===== config.mk =====
export PLATFORM = sky130hd
export DESIGN_NAME = lcd_tft_timer
export DESIGN_NICKNAME = d
export VERILOG_FILES = /design/src/rtl/lcdt_pkg.sv /design/src/rtl/lcdt_pixdiv.sv /design/src/rtl/lcdt_axis.sv /design/src/rtl/lcd_tft_timer.sv
export SDC_FILE = /design/constraint.sdc
export NUM_CORES = 1
export LEC_CHECK = 0
export BUFFER_PORTS_ARGS = -buffer_cell sky130_fd_sc_hd__buf_2
export CAP_MARGIN = 5
export CORE_UTILIZATION = 39
export CTS_CLUSTER_DIAMETER = 30
export CTS_CLUSTER_SIZE = 10
export DETAILED_ROUTE_END_ITERATION = 7
export SYNTH_ARGS = -nofsm -noshare
export SYNTH_HDL_FRONTEND = slang
export SYNTH_SLANG_ARGS = --single-unit

===== constraint.sdc =====
create_clock -name clk -period 3.5 [get_ports clk]
set_input_delay 0.175 -clock clk [delete_from_list [all_inputs] [get_ports clk]]
set_output_delay 0.175 -clock clk [all_outputs]
set_load 0.005 [all_outputs]

===== src/rtl/lcdt_pkg.sv =====
`timescale 1ns/1ps
package lcdt_pkg;

   // Segment order within a line or a frame; the order is behaviour.
   typedef enum logic [1:0] {
      SEG_SYNC  = 2'd0,
      SEG_BACK  = 2'd1,
      SEG_ACT   = 2'd2,
      SEG_FRONT = 2'd3
   } seg_t;

   function automatic seg_t seg_after(seg_t s);
      case (s)
         SEG_SYNC:  return SEG_BACK;
         SEG_BACK:  return SEG_ACT;
         SEG_ACT:   return SEG_FRONT;
         default:   return SEG_SYNC;
      endcase
   endfunction

endpackage


===== src/rtl/lcdt_pixdiv.sv =====
`timescale 1ns/1ps
// Pixel clock divider: half period of (div+1) bus clocks.
module lcdt_pixdiv #(
   parameter int DW = 8
) (
   input  logic          clk,
   input  logic          rst_n,
   input  logic          clr,
   input  logic [DW-1:0] div,
   output logic          pclk,
   output logic          tick
);
   logic [DW-1:0] cnt_q;
   logic          half_q;
   logic          at_end;

   assign at_end = (cnt_q == div);

   always_ff @(posedge clk or negedge rst_n) begin
      if (!rst_n) begin
         cnt_q  <= '0;
         half_q <= 1'b0;
      end else if (clr) begin
         cnt_q  <= '0;
         half_q <= 1'b0;
      end else if (at_end) begin
         cnt_q  <= '0;
         half_q <= ~half_q;
      end else begin
         cnt_q  <= cnt_q + 1'b1;
      end
   end

   assign pclk = half_q;
   // Advance strobe coincides with the falling transition of pclk.
   assign tick = at_end & half_q;
endmodule


===== src/rtl/lcdt_axis.sv =====
`timescale 1ns/1ps
// One raster axis: walks sync, back porch, active, front porch.
module lcdt_axis
   import lcdt_pkg::*;
#(
   parameter int W = 10
) (
   input  logic         clk,
   input  logic         rst_n,
   input  logic         clr,
   input  logic         step,
   input  logic [W-1:0] len_sync,
   input  logic [W-1:0] len_back,
   input  logic [W-1:0] len_act,
   input  logic [W-1:0] len_front,
   output seg_t         seg,
   output logic [W-1:0] pos,
   output logic         last
);
   seg_t         seg_q;
   logic [W-1:0] pos_q;
   logic [W-1:0] seg_len;
   logic         seg_done;

   always_comb begin
      case (seg_q)
         SEG_SYNC:  seg_len = len_sync;
         SEG_BACK:  seg_len = len_back;
         SEG_ACT:   seg_len = len_act;
         default:   seg_len = len_front;
      endcase
   end

   assign seg_done = (pos_q == seg_len);

   always_ff @(posedge clk or negedge rst_n) begin
      if (!rst_n) begin
         seg_q <= SEG_SYNC;
         pos_q <= '0;
      end else if (clr) begin
         seg_q <= SEG_SYNC;
         pos_q <= '0;
      end else if (step) begin
         if (seg_done) begin
            seg_q <= seg_after(seg_q);
            pos_q <= '0;
         end else begin
            pos_q <= pos_q + 1'b1;
         end
      end
   end

   assign seg  = seg_q;
   assign pos  = pos_q;
   assign last = (seg_q == SEG_FRONT) && seg_done;
endmodule


===== src/rtl/lcd_tft_timer.sv =====
`timescale 1ns/1ps
module lcd_tft_timer
   import lcdt_pkg::*;
#(
   parameter int H_W      = 10,
   parameter int V_W      = 10,
   parameter int DIV_W    = 8,
   parameter bit SYNC_POL = 1'b1
) (
   input  logic             clk,
   input  logic             rst_n,
   input  logic             vid_en,
   input  logic             pwr_ctl_en,
   input  logic             pwr_invert,
   input  logic [DIV_W-1:0] clk_div_m1,
   input  logic [H_W-1:0]   h_sync_m1,
   input  logic [H_W-1:0]   h_back_m1,
   input  logic [H_W-1:0]   h_act_m1,
   input  logic [H_W-1:0]   h_front_m1,
   input  logic [V_W-1:0]   v_sync_m1,
   input  logic [V_W-1:0]   v_back_m1,
   input  logic [V_W-1:0]   v_act_m1,
   input  logic [V_W-1:0]   v_front_m1,
   output logic             pix_clk,
   output logic             hsync,
   output logic             vsync,
   output logic             den,
   output logic             line_end,
   output logic             pwr_out,
   output logic [H_W-1:0]   pix_x,
   output logic [V_W-1:0]   line_y
);
   initial begin
      assert (H_W >= 2 && H_W <= 16) else $error("H_W out of range");
      assert (V_W >= 2 && V_W <= 16) else $error("V_W out of range");
      assert (DIV_W >= 1 && DIV_W <= 16) else $error("DIV_W out of range");
   end

   logic             run_q;
   logic             clr;
   logic             pclk, tick;
   logic             h_last, v_last, v_step, frame_wrap, take_cfg;
   seg_t             h_seg, v_seg;
   logic [H_W-1:0]   h_pos;
   logic [V_W-1:0]   v_pos;
   logic             pwr_q;

   // Shadow copies of the programmable fields.
   logic [DIV_W-1:0] sh_div;
   logic [H_W-1:0]   sh_hs, sh_hb, sh_ha, sh_hf;
   logic [V_W-1:0]   sh_vs, sh_vb, sh_va, sh_vf;

   always_ff @(posedge clk or negedge rst_n) begin
      if (!rst_n) run_q <= 1'b0;
      else        run_q <= vid_en;
   end

   assign clr        = ~run_q;
   assign v_step     = tick & h_last;
   assign frame_wrap = v_step & v_last;
   assign take_cfg   = clr | frame_wrap;

   always_ff @(posedge clk or negedge rst_n) begin
      if (!rst_n) begin
         sh_div <= '0;
         sh_hs <= '0; sh_hb <= '0; sh_ha <= '0; sh_hf <= '0;
         sh_vs <= '0; sh_vb <= '0; sh_va <= '0; sh_vf <= '0;
      end else if (take_cfg) begin
         sh_div <= clk_div_m1;
         sh_hs <= h_sync_m1; sh_hb <= h_back_m1;
         sh_ha <= h_act_m1;  sh_hf <= h_front_m1;
         sh_vs <= v_sync_m1; sh_vb <= v_back_m1;
         sh_va <= v_act_m1;  sh_vf <= v_front_m1;
      end
   end

   lcdt_pixdiv #(.DW(DIV_W)) u_div (
      .clk(clk), .rst_n(rst_n), .clr(clr), .div(sh_div),
      .pclk(pclk), .tick(tick)
   );

   lcdt_axis #(.W(H_W)) u_h (
      .clk(clk), .rst_n(rst_n), .clr(clr), .step(tick),
      .len_sync(sh_hs), .len_back(sh_hb), .len_act(sh_ha), .len_front(sh_hf),
      .seg(h_seg), .pos(h_pos), .last(h_last)
   );

   lcdt_axis #(.W(V_W)) u_v (
      .clk(clk), .rst_n(rst_n), .clr(clr), .step(v_step),
      .len_sync(sh_vs), .len_back(sh_vb), .len_act(sh_va), .len_front(sh_vf),
      .seg(v_seg), .pos(v_pos), .last(v_last)
   );

   logic hs_on, vs_on, h_in, v_in;
   assign hs_on = run_q && (h_seg == SEG_SYNC);
   assign vs_on = run_q && (v_seg == SEG_SYNC);
   assign h_in  = run_q && (h_seg == SEG_ACT);
   assign v_in  = run_q && (v_seg == SEG_ACT);

   generate
      if (SYNC_POL) begin : g_sync_high
         assign hsync = hs_on;
         assign vsync = vs_on;
      end else begin : g_sync_low
         assign hsync = ~hs_on;
         assign vsync = ~vs_on;
      end
   endgenerate

   assign pix_clk  = run_q & pclk;
   assign den      = h_in & v_in;
   assign line_end = run_q & h_last;
   assign pix_x    = h_in ? h_pos : '0;
   assign line_y   = v_in ? v_pos : '0;

   always_ff @(posedge clk or negedge rst_n) begin
      if (!rst_n)          pwr_q <= 1'b0;
      else if (pwr_ctl_en) pwr_q <= vid_en ^ pwr_invert;
      else                 pwr_q <= pwr_invert;
   end
   assign pwr_out = pwr_q;
endmodule


==> summary.txt <==
crit-path max FO: 52
post-DP HPWL: 10600 µm
VDD IR max: 285 µV
Post-Synth Simple-Gate Area: 0.107
CP endpoint kind: register
Highest Clock Rate: 0.301 GHz
post-synth top area cell: dfrtp_1
Syn Inst Count: 519
fillcell total: 1325
WL met1: 7070 µm
FF-to-FF Start: u_v.seg[0]$_DFFE_PN0P_
net count after synthesis: 625
share of cells above drive strength 1: 0.339
Synth Area in Compound Gates: 0.0720
worst-skew pair later-pin latency: 420 ps
first-pass GRT wire length: 25400 µm
top-area cell type share of the netlist area: 0.492
syn_area_per_cell: 12.1 µm²
wire per inst: 16.4 µm
Port-buffer cells: 118
xor/xnor share of the synthesized area: 0.0560
Tmin final: 3320 ps
CTS Sinks: 123
PD cells: 443 nW/µm²
DR pass1 iterations: 6
Final setup viols: 0
Cell Area, Synth: 6250 µm²
top routing layer in use: met4
pre-CTS setup slack: 159 ps
CTS tree: done
post-synthesis register bit count: 123
Yosys warning count: 0
Least-Margin Pin Slew: 569 ps
CTS clock-pin slew for the worst setup and hold paths: 50 ps
nets@finish: 830
most frequent cell after synthesis: dfrtp_1
Placer Congestion: 0.793
Commonest cells post-synth: dfrtp_1, mux2_2, and3_1
gr ovfl total: 0
H-tree depth: 4
post-synthesis sequential area ratio: 0.492
async set-reset flop share out of synthesis: 1.00
CP required: 3800 ps
R2R depth: 10
main combinational cell family by area after synthesis: multiplexers
Final Skew: 7.61 ps
die area: 16500 µm²
Die X: 129 µm
# IOs: 119
r2r endpoint: sh_hs[4]$_DFFE_PN0P_
Post-synth EDFFs: 0
r2r setup slk: 180 ps
Vias/cell: 5.14
Root Driver: clkbuf_16
GRT Resource Usage Total: 0.202
Layout Area Growth over Synthesis: 36.7%
Main synth FF type: dfrtp_1
Slew Viols, Final: 0
Synth cell types: 43
final hold vios: 0
Die H: 129 µm
Final ANT Viol Nets: 0
CP Class: register to register
RSZ-0062 raised after global routing: no
leakage: 3.99 nW
largest net degree at the start of global routing: 88
final worst-path cycle share: 0.948
max_cap viols: 0
DR iter-0 viols: 364
vias: 4874
clock buffer count from CTS: 17
Starting Density: 0.405
final setup margin: 181 ps
Setup crit start kind: register
worst setup path startpoint: u_v.seg[0]$_DFFE_PN0P_
Adder-Cell Fraction of Synth Area: 0.0260
core outline area: 15400 µm²
final WL: 15600 µm
headroom to the max-slew limit: 0.621
Hold Crit Class: input port to register
Max Root-Sink Buffers: 2
vias in the first global route: 4945
postcts setup bufs: 0
CP endpoint: sh_hs[4]$_DFFE_PN0P_
Remaining DRCs: 0
Rows: 45
routed wl met2: 7650 µm
Area contributors post-synth: dfrtp_1, mux2_2, mux2i_1, xnor2_1, a222oi_1
ANT cells: 0
metal3 WL: 594 µm
Power Total: 3.79 mW
multiplexer area fraction after synthesis: 0.203
initial antenna violation count: 0
post-route setup TNS: 0 ps
outcome: complete, no violations
Arr. time, crit path: 3620 ps
-- logic make-up after synthesis --
family / count (synthesis)
buf+inv: 60
fa+ha+maj: 13
mux: 112
xor+xnor: 40
compound gates: 53
flops: 123
simple gates: 118
-- final cells by class --
class                   instances  area [µm²]  area share
repair buffers                216        1580       0.185
clock inverters                12         146      0.0171
multi-input cells             336        2920       0.341
clock buffers                  20         457      0.0534
flip-flops and latches        123        3080       0.360
inverters                      30         113      0.0132
well taps                     211         264      0.0309
-- repair_timing --
item                                   CTS  global route
setup endpoints to repair                0             3
endpoints found under the hold margin  119             1
hold buffers                            84             1
resized for setup                        0             1
-- report_power, final --
group	leakage [nW]	total [mW]	internal [mW]	switching, mW
logic	2.19	0.423	0.251	0.173
registers	1.51	1.60	1.53	0.0689
clock network	0.292	1.77	1.15	0.621
total	3.99	3.79	2.93	0.863
-- worst min-delay path by stage --
stage | start | endpoint | slack [ps] | cells after the start
detailed placement | rst_n | sh_ha[5]$_DFFE_PN0P_ | 170 | 1
finish | h_act_m1[3] | sh_ha[3]$_DFFE_PN0P_ | 7 | 2
CTS | h_front_m1[5] | sh_hf[5]$_DFFE_PN0P_ | 1 | 2
floorplan | rst_n | pwr_out$_DFF_PN0_ | -120 | 0
global route | h_act_m1[3] | sh_ha[3]$_DFFE_PN0P_ | 4 | 2
global placement | rst_n | sh_hs[3]$_DFFE_PN0P_ | 160 | 1
-- state kept, by name, summed over array words and instances, names as in the netlist, 8 cells and up --
signal and cells:
u_v.pos 10, sh_ha 10, sh_hf 10, sh_vs 10
sh_hs 10, u_h.pos 10, u_div.cnt_q 8, sh_div 8
sh_va 10, sh_vb 10, sh_vf 10, sh_hb 10
-- per-stage QoR --
stage          hold WS (ps)  std cells  cell area, µm²   util
2_1_floorplan          -121        519            6250      -
6_report               6.94        948            8550  0.554
4_1_cts                1.13        947            8540  0.554
5_1_grt                4.16        948            8550  0.554
3_3_place_gp            163        831            7100  0.460
3_5_place_dp            172        831            7100  0.460
-- placed cells by master, fill, tap and decap left out, drive strengths merged, types with 6 or more instances in the layout --
master / Yosys / routed
mux2i: 24 / 24
buf: 18 / 131
and3: 32 / 32
clkbuf: 12 / 20
nand3: 15 / 15
clkinv: 0 / 6
and2: 10 / 10
mux2: 88 / 88
a32oi: 7 / 7
a222oi: 20 / 20
o31ai: 7 / 7
dfrtp: 123 / 123
nor2: 16 / 16
ha: 13 / 13
dlygate4sd3: 0 / 85
inv: 30 / 30
xor2: 16 / 16
nand2: 23 / 23
xnor2: 24 / 24
-- layer usage --
layer | vias up | GRT usage
met5 | - | 0
met3 | 19 | 0.0511
met1 | 2441 | 0.262
met4 | 0 | 0.0782
met2 | 121 | 0.326
li1 | 2293 | -
-- worst max-delay path, stage by stage (launching register included) --
cell and delay, ps:
dfrtp_1 430, inv_1 100, ha_1 520, a222oi_1 180, mux2i_1 340, xnor2_1 170, nand4_1 220, nor4_2 410
a41oi_4 200, buf_12 230, mux2_1 350
(Power assumes the default switching activity.)
